===== src/rtl/xlat_pkg.sv =====
package xlat_pkg;
  // Page size code stored per entry; order fixes the masked width.
  typedef enum logic [1:0] {
    PG_4K  = 2'd0,
    PG_64K = 2'd1,
    PG_1M  = 2'd2,
    PG_16M = 2'd3
  } pgsz_e;

  // Extra page-number bits left out of the compare per size step.
  localparam int unsigned SZ_STEP = 4;

  function automatic int unsigned ign_bits(pgsz_e s);
    return SZ_STEP * int'(s);
  endfunction
endpackage


===== src/rtl/xlat_match.sv =====
// Per-entry comparator: one mask, two independent address compares
// (lookup port and invalidation port) sharing it.
module xlat_match
  import xlat_pkg::*;
#(
  parameter int unsigned VPN_W = 20
) (
  input  logic             vld,
  input  pgsz_e            size,
  input  logic [VPN_W-1:0] vpn_e,
  input  logic [VPN_W-1:0] vpn_a,
  input  logic [VPN_W-1:0] vpn_b,
  output logic             hit_a,
  output logic             hit_b,
  output logic [VPN_W-1:0] mask
);
  always_comb begin
    for (int unsigned b = 0; b < VPN_W; b++) begin
      mask[b] = (b >= ign_bits(size));
    end
  end

  assign hit_a = vld && (((vpn_e ^ vpn_a) & mask) == '0);
  assign hit_b = vld && (((vpn_e ^ vpn_b) & mask) == '0);
endmodule


===== src/rtl/xlat_pick.sv =====
// Lowest-index priority pick over the hit vector plus multi-hit detect.
module xlat_pick #(
  parameter int unsigned N     = 16,
  parameter int unsigned IDX_W = 4
) (
  input  logic [N-1:0]     hits,
  output logic             any,
  output logic             multi,
  output logic [IDX_W-1:0] idx
);
  always_comb begin
    idx = '0;
    for (int i = int'(N) - 1; i >= 0; i--) begin
      if (hits[i]) idx = IDX_W'(i);
    end
  end

  assign any   = |hits;
  assign multi = |(hits & (hits - N'(1)));
endmodule


===== src/rtl/xlat_victim.sv =====
// Entry-select and next-victim registers; direct write beats miss load.
module xlat_victim #(
  parameter int unsigned IDX_W = 4
) (
  input  logic             clk,
  input  logic             rst_n,
  input  logic             sel_we,
  input  logic [IDX_W-1:0] sel_d,
  input  logic             nv_we,
  input  logic [IDX_W-1:0] nv_d,
  input  logic             miss_load,
  output logic [IDX_W-1:0] sel_q,
  output logic [IDX_W-1:0] nv_q
);
  always_ff @(posedge clk) begin
    if (!rst_n) begin
      sel_q <= '0;
      nv_q  <= '0;
    end else begin
      if (sel_we)         sel_q <= sel_d;
      else if (miss_load) sel_q <= nv_q;
      if (nv_we)          nv_q  <= nv_d;
    end
  end
endmodule


===== src/rtl/xlat_buffer.sv =====
module xlat_buffer
  import xlat_pkg::*;
#(
  parameter  int unsigned N          = 16,
  parameter  int unsigned VA_W       = 32,
  parameter  int unsigned PAGE_SHIFT = 12,
  localparam int unsigned IDX_W      = $clog2(N),
  localparam int unsigned VPN_W      = VA_W - PAGE_SHIFT
) (
  input  logic             clk,
  input  logic             rst_n,
  input  logic             lk_valid,
  output logic             lk_ready,
  input  logic [VA_W-1:0]  lk_vaddr,
  output logic             rs_valid,
  input  logic             rs_ready,
  output logic             rs_hit,
  output logic             rs_multi,
  output logic [IDX_W-1:0] rs_index,
  output logic [VA_W-1:0]  rs_raddr,
  input  logic             wr_en,
  input  logic             wr_valid_bit,
  input  logic             wr_protect,
  input  logic [1:0]       wr_size,
  input  logic [VPN_W-1:0] wr_vpn,
  input  logic [VPN_W-1:0] wr_rpn,
  input  logic             sel_wr_en,
  input  logic [IDX_W-1:0] sel_wr_data,
  input  logic             nv_wr_en,
  input  logic [IDX_W-1:0] nv_wr_data,
  output logic [IDX_W-1:0] sel_out,
  output logic [IDX_W-1:0] nv_out,
  input  logic             flash_inv,
  input  logic             addr_inv,
  input  logic             addr_inv_all,
  input  logic [VA_W-1:0]  addr_inv_va
);
  // Entry storage
  logic             vld_e  [N];
  logic             prt_e  [N];
  pgsz_e            size_e [N];
  logic [VPN_W-1:0] vpn_e  [N];
  logic [VPN_W-1:0] rpn_e  [N];
  logic [VPN_W-1:0] mask_e [N];

  logic [N-1:0] vld_q, prt_q, lk_hit, inv_hit;

  logic [VPN_W-1:0] lk_vpn, inv_vpn;
  assign lk_vpn  = lk_vaddr[VA_W-1:PAGE_SHIFT];
  assign inv_vpn = addr_inv_va[VA_W-1:PAGE_SHIFT];

  logic lk_fire;
  assign lk_ready = !rs_valid || rs_ready;
  assign lk_fire  = lk_valid && lk_ready;

  for (genvar g = 0; g < N; g++) begin : g_entry
    logic clr, wr_here;

    xlat_match #(.VPN_W(VPN_W)) u_match (
      .vld   (vld_e[g]),
      .size  (size_e[g]),
      .vpn_e (vpn_e[g]),
      .vpn_a (lk_vpn),
      .vpn_b (inv_vpn),
      .hit_a (lk_hit[g]),
      .hit_b (inv_hit[g]),
      .mask  (mask_e[g])
    );

    assign clr     = !prt_e[g] &&
                     (flash_inv || (addr_inv && (addr_inv_all || inv_hit[g])));
    assign wr_here = wr_en && (sel_out == IDX_W'(g));

    always_ff @(posedge clk) begin
      if (!rst_n) begin
        vld_e[g]  <= 1'b0;
        prt_e[g]  <= 1'b0;
        size_e[g] <= PG_4K;
        vpn_e[g]  <= '0;
        rpn_e[g]  <= '0;
      end else if (wr_here) begin
        vld_e[g]  <= wr_valid_bit;
        prt_e[g]  <= wr_protect;
        size_e[g] <= pgsz_e'(wr_size);
        vpn_e[g]  <= wr_vpn;
        rpn_e[g]  <= wr_rpn;
      end else if (clr) begin
        vld_e[g]  <= 1'b0;
      end
    end

    assign vld_q[g] = vld_e[g];
    assign prt_q[g] = prt_e[g];
  end

  // Hit resolution
  logic             pk_any, pk_multi;
  logic [IDX_W-1:0] pk_idx;

  xlat_pick #(.N(N), .IDX_W(IDX_W)) u_pick (
    .hits  (lk_hit),
    .any   (pk_any),
    .multi (pk_multi),
    .idx   (pk_idx)
  );

  logic [VPN_W-1:0] ra_vpn;
  assign ra_vpn = (rpn_e[pk_idx] & mask_e[pk_idx]) | (lk_vpn & ~mask_e[pk_idx]);

  // Response register with back-pressure hold
  always_ff @(posedge clk) begin
    if (!rst_n) begin
      rs_valid <= 1'b0;
      rs_hit   <= 1'b0;
      rs_multi <= 1'b0;
      rs_index <= '0;
      rs_raddr <= '0;
    end else if (lk_fire) begin
      rs_valid <= 1'b1;
      rs_hit   <= pk_any;
      rs_multi <= pk_multi;
      rs_index <= pk_any ? pk_idx : '0;
      rs_raddr <= pk_any ? {ra_vpn, lk_vaddr[PAGE_SHIFT-1:0]} : '0;
    end else if (rs_ready) begin
      rs_valid <= 1'b0;
    end
  end

  xlat_victim #(.IDX_W(IDX_W)) u_victim (
    .clk       (clk),
    .rst_n     (rst_n),
    .sel_we    (sel_wr_en),
    .sel_d     (sel_wr_data),
    .nv_we     (nv_wr_en),
    .nv_d      (nv_wr_data),
    .miss_load (lk_fire && !pk_any),
    .sel_q     (sel_out),
    .nv_q      (nv_out)
  );
endmodule


===== config.mk =====
export PLATFORM = sky130hd
export DESIGN_NAME = xlat_buffer
export DESIGN_NICKNAME = d
export VERILOG_FILES = /design/src/rtl/xlat_pkg.sv /design/src/rtl/xlat_match.sv /design/src/rtl/xlat_pick.sv /design/src/rtl/xlat_victim.sv /design/src/rtl/xlat_buffer.sv
export SDC_FILE = /design/constraint.sdc
export NUM_CORES = 2
export LEC_CHECK = 0
export BUFFER_PORTS_ARGS = -buffer_cell sky130_fd_sc_hd__buf_2
export CORE_MARGIN = 8
export CORE_UTILIZATION = 50
export DETAILED_ROUTE_END_ITERATION = 10
export PLACE_DENSITY = 0.71
export SETUP_SLACK_MARGIN = 0.2
export SYNTH_ARGS = -nofsm -noshare
export SYNTH_HDL_FRONTEND = slang
export SYNTH_HIERARCHICAL = 1
export SYNTH_SLANG_ARGS = --single-unit

===== constraint.sdc =====
create_clock -name clk -period 8.9 [get_ports clk]
set_input_delay 0.445 -clock clk [delete_from_list [all_inputs] [get_ports clk]]
set_output_delay 0.445 -clock clk [all_outputs]
set_load 0.02 [all_outputs]

Yosys cells after proc, flatten, opt, wreduce, memory -nomap -nowiden
Memories as Yosys holds them, arrays and structs flattened.
Index checks and enable logic that the tools add are counted.
{"block": "word_totals", "out_inout_bits": 48, "romBits": 0, "ram_bits": 704, "mem_count": 5, "input_bits": 126, "ff_bits": 47, "wordCells": 919, "latch_bits": 0}
{"block": "op_classes", "n_div": 0, "addsub": 1, "n_eq_ne": 15, "shifts": 0, "mux": 234, "multipliers": 0, "bitwise": 166, "reduce_logical": 170, "order_cmp": 321}
{"memory": "rpn_e", "words": 16, "width": 20, "read_ports": 1, "rd_ports_with_merged_regs": 0, "write_ports": 16, "line_no": "xlat_buffer.sv:43", "text": "logic [VPN_W-1:0] rpn_e [N];"}
{"memory": "vpn_e", "words": 16, "width": 20, "read_ports": 16, "rd_ports_with_merged_regs": 0, "write_ports": 16, "line_no": "xlat_buffer.sv:42", "text": "logic [VPN_W-1:0] vpn_e [N];"}
{"memory": "size_e", "words": 16, "width": 2, "read_ports": 16, "rd_ports_with_merged_regs": 0, "write_ports": 16, "line_no": "xlat_buffer.sv:41", "text": "pgsz_e size_e [N];"}
{"memory": "prt_e", "words": 16, "width": 1, "read_ports": 16, "rd_ports_with_merged_regs": 0, "write_ports": 16, "line_no": "xlat_buffer.sv:40", "text": "logic prt_e [N];"}
{"memory": "vld_e", "words": 16, "width": 1, "read_ports": 16, "rd_ports_with_merged_regs": 0, "write_ports": 16, "line_no": "xlat_buffer.sv:39", "text": "logic vld_e [N];"}
{"operator": "bitwise AND 20 bit", "count": 34}
{"operator": "two-way mux 20 bit", "count": 34}
{"operator": "zero test 20 bit", "count": 32}
{"operator": "bitwise XOR 20 bit", "count": 32}
{"operator": ">= comparator 4 bit (first input constant)", "count": 128}
{"operator": ">= comparator 5 x 4 -> 1 bit (first input constant)", "count": 64}
{"operator": ">= comparator 3 x 4 -> 1 bit (first input constant)", "count": 64}
{"operator": "two-way mux 1 bit", "count": 163}
{"operator": ">= comparator 1 x 4 -> 1 bit (first input constant)", "count": 32}
{"operator": ">= comparator 2 x 4 -> 1 bit (first input constant)", "count": 32}
{"operator": "OR 1 bit", "count": 96}
{"operator": "logical AND 1 bit", "count": 82}
{"operator": "binary-select mux 20 bit (select 4 bit)", "count": 1}
{"operator": "two-way mux 4 bit", "count": 19}
{"operator": "logical OR 1 bit", "count": 33}
{"operator": "equality test 4 bit (second input constant)", "count": 8}
{"operator": "two-way mux 2 bit", "count": 16}
{"operator": "two-way mux 32 bit", "count": 1}
{"operator": "OR reduction 16 bit", "count": 2}
{"operator": "NOT 20 bit", "count": 1}
{"operator": "OR 20 bit", "count": 1}
{"operator": "zero test 1 bit", "count": 18}
{"operator": "bitwise AND 16 bit", "count": 1}
{"operator": "equality test 4 x 3 -> 1 bit (second input constant)", "count": 4}
{"operator": "7 further kinds", "count": 9}

Longest topological paths before layout
{"block": "depth", "depth_word": 28, "ltp_mapped": 18, "mapped_depth_nobuf": 14}

Cells and area by module
Netlist, hierarchy kept.
{"module": "xlat_buffer", "instances": 1, "area_each_um2": 33519.6, "seq_area_each_um2": 21901.0, "cells_per_inst": 2314}
{"module": "xlat_match", "instances": 16, "area_each_um2": 625.6, "seq_area_each_um2": 0.0, "cells_per_inst": 79}
{"module": "xlat_victim", "instances": 1, "area_each_um2": 340.3, "seq_area_each_um2": 160.2, "cells_per_inst": 29}
{"module": "xlat_pick", "instances": 1, "area_each_um2": 322.8, "seq_area_each_um2": 0.0, "cells_per_inst": 53}

Least setup slack after synthesis
No wires, ideal clock.
{"block": "synth_path", "kind": "flip-flop to flip-flop", "start": "register u_victim.sel_q[0]", "end": "memory vld_e[12][0], in the netlist vld_e[1][4] (enable)", "path_buffers": 1, "setup_slack_ns": 4.235, "required_ns": 8.591, "period_less_slack_ns": 4.665, "setup_time_ns": 0.309, "path_stages_with_launch": 5, "t_arrival_ns": 4.356, "cell_sequence": "dfxtp_1 or2_2 clkbuf_1 o21ai_0 o21bai_1"}
{"element": "from (decl)", "line_no": "xlat_victim.sv:12", "text": "output logic [IDX_W-1:0] sel_q,"}
{"element": "from (signal assigned)", "line_no": "xlat_victim.sv:20", "text": "if (sel_we) sel_q <= sel_d;"}
{"element": "from (signal assigned)", "line_no": "xlat_victim.sv:21", "text": "else if (miss_load) sel_q <= nv_q;"}
{"element": "to (decl)", "line_no": "xlat_buffer.sv:39"}

==> flow_summary.ini <==
[run_status]
status = finished, final reports clean

[critical_path]
worstPathRequired_ps = 9410
crit_family = compound AO/OA/AOI/OAI gates
cp-end-kind = flop
rr_startpoint = vpn_e[0][142]
reg2reg_to = rs_raddr[21]
crit_chain = xor2_1 > o41ai_1 > a21oi_1 > nor3_2 > inv_1 > a21oi_1 > o21ai_0 > o22ai_4 > buf_12 > buf_4 > mux4_1 > or2_2 > a21oi_1 > or2_0 > o211ai_1
crit_path_max_incr_delay_ps = 930
critPathCapture = rs_raddr[21]
reg2reg_slack_ps = 3290
arrival_ps = 6120
cp_num_cells = 15
crit_type = flop to flop
critical_path_buf_inv_count = 3
crit_path_max_fanout = 104
cp-startpoint = vpn_e[0][142]
crit_path_frequent_cell = a21oi_1
slowest_stage = o41ai_1
rr_worst_depth = 15
startpoint_type = flop

[placed_design]
io_buffers = 161
gp_congestion = 0.9148
dp_hpwl_um = 80040
pre_cts_ws_ps = 2842

[timing]
worst_slack_ps = 3289
whs_ps = 53.33
slew_viol_final = 0
fin_setup_tns_ps = 0
fin_crit_sh_pct = 63.05
rsz0062_at_grt = false
finalCriticalPeriod_ps = 5611
finalHoldViolCount = 0
tightest_slew_ps = 1105
max_freq_ghz = 0.1782
setup_viol_count_final = 0
slew_headroom_pct = 25.36
clock_skew_ps = 28.83

[global_route]
grt.total_usage_pct = 25.70
overflow = 0
grt_max_degree = 134
antenna_found_initial = 12
grt_pass1_wl_um = 187100
grt_pass1_vias = 27707

[cts]
cts_buffers = 81
clockBufferDepth = 3
cts_tree = done
cts_hold_buf = 0
cts_setup_buffers = 0
clkTransAtPathRegs_ps = 60
insertion_delay_ps = 660
clockRootBuffer = clkbuf_16
clock-sinks = 751
htree_levels = 3
cts_resized = 0

[drt]
routed_wl_um = 130200
vias = 28452
wl_per_cell_um = 26.80
drtPass1Iterations = 6
ant_nets = 0
drc = 0
viasPerCell = 5.858
first_iter_violations = 3280

[die]
die_w_um = 313.3
initial_utilization_pct = 50.24
core_mm2 = 0.08797
die_h_um = 313.3
die-area_mm2 = 0.09815
row_count = 109
io-pin-count = 174

[yosys]
syn-cell-area_mm2 = 0.04419
ys_seq_area_share_pct = 49.92
synth_cell_type_count = 65
syn_area_per_cell_um2 = 12.07
synth_warnings = 6
syn_inst = 3660
ys.flop_type = edfxtp_1
ys_async_sr_fraction_pct = 0
synth_edf_count = 702
ys_seq_elements = 751

[worst_hold_path]
hold_class = input pin to flop

[finish]
final_common_cell = and2_1
nNetsFinal = 3746
areaGrowthSynthToFinish_pct = 7.543
mostFrequentLayoutCells = and2_1 (703), edfxtp_1 (702), xor2_1 (608)
layout-drive-gt1-share_pct = 15.08

[power]
p_leak_nw = 17.85
ir_drop_mv = 0.1272
p_per_area_mw_per_mm2 = 176.2

[flow_run]
max_cap_violations = 0
stage by stage:
step           cell area [um2]  power, mW  cells  utilization (%)
3_5_place_dp             44790      4.931   4702            50.91
6_report                 47530      8.375   4857            54.03
3_3_place_gp             44790      4.911   4702            50.91
5_1_grt                  47520      8.593   4854            54.02
4_1_cts                  47510      8.393   4851            54.01
2_1_floorplan            44610      4.667   3772                -
sequential cells by signal (all words and copies together), names as in the netlist:
signal and cells:
vpn_e 320, rs_valid 1, rs_index 4, vld_e 16, size_e 32, u_victim/nv_q 4, rpn_e 320, u_victim/sel_q 4
rs_hit 1, rs_multi 1, prt_e 16, rs_raddr 32
area by class of cell:
class / instances / area [um2]
Antenna cell: 6 / 15.01
Clock buffer: 107 / 2196
Clock inverter: 42 / 528.0
Fill cell: 7331 / 40440
Inverter: 42 / 157.7
Multi-Input combinational cell: 2529 / 19870
Sequential cell: 751 / 22060
Tap cell: 1165 / 1458
Timing Repair Buffer: 215 / 1236
worst min-delay path by stage:
stage / depth (start not counted) / slack [ps] / to / startpoint
4_1_cts: 3 / 20 / u_victim/nv_q[2] / nv_wr_data[2]
6_report: 3 / 50 / u_victim/nv_q[2] / nv_wr_data[2]
3_3_place_gp: 2 / 440 / rs_raddr[6] / rs_raddr[6]
3_5_place_dp: 2 / 440 / rs_index[2] / rs_index[2]
2_1_floorplan: 2 / 440 / prt_e[1][0] / prt_e[1][0]
5_1_grt: 3 / 50 / u_victim/nv_q[1] / nv_wr_data[1]
cells in the mapped netlist, types with 39 or more instances:
cell type  count  area (um2)
a22oi_1       55       412.9
nor2_1        66       247.7
nor3_1        42       210.2
a221oi_1      39       341.6
edfxtp_1     702       21080
nand2_1       78       292.8
xor2_1       608        5325
mux4_2        74        1667
nor4_2        48       600.6
and2_1       703        4398
clkbuf_1     149       559.3
dfxtp_1       49       980.9
buf_4        263        1974
o21ai_0       46       230.2
mux2i_1      178        1782
inv_1         41       153.9
a21oi_1       99       495.5
nor4_1        50       312.8
layer usage:
metal	share of wire, %	track usage [%]	vias up
met5	0.050	0	-
met4	3.8	10.44	10
met3	10	4.826	238
met2	46	40.60	1440
met1	40	34.97	14184
li1	-	-	12580
report_power, final:
group / internal (mW) / switching [mW]
Sequential: 4.01 / 0.0968
Clock: 2.06 / 1.44
Combinational: 0.243 / 0.524
kinds of logic (layout without fill, tap and decap cells):
logic type / count (synthesis) / count (layout) / synth area share (%)
AND/OR/NAND/NOR: 1113 / 1113 / 15.79
flip-flops: 751 / 751 / 49.92
XOR/XNOR: 640 / 640 / 12.68
buffers and inverters: 492 / 406 / 6.891
AO/OA/AOI/OAI: 371 / 371 / 5.821
multiplexers: 276 / 276 / 8.737
other: 16 / 134 / 0.1359
adder cells (fa/ha/maj): 1 / 1 / 0.02265
worst reg2reg max path: stages (launching register included):
cell and delay (ps):
edfxtp_1 420, xor2_1 180, o41ai_1 930, a21oi_1 190
nor3_2 420, inv_1 80, a21oi_1 120, o21ai_0 140
o22ai_4 350, buf_12 610, buf_4 710, mux4_1 630
or2_2 300, a21oi_1 180, or2_0 130, o211ai_1 80
Note: power is estimated with default switching activity, not from simulation.
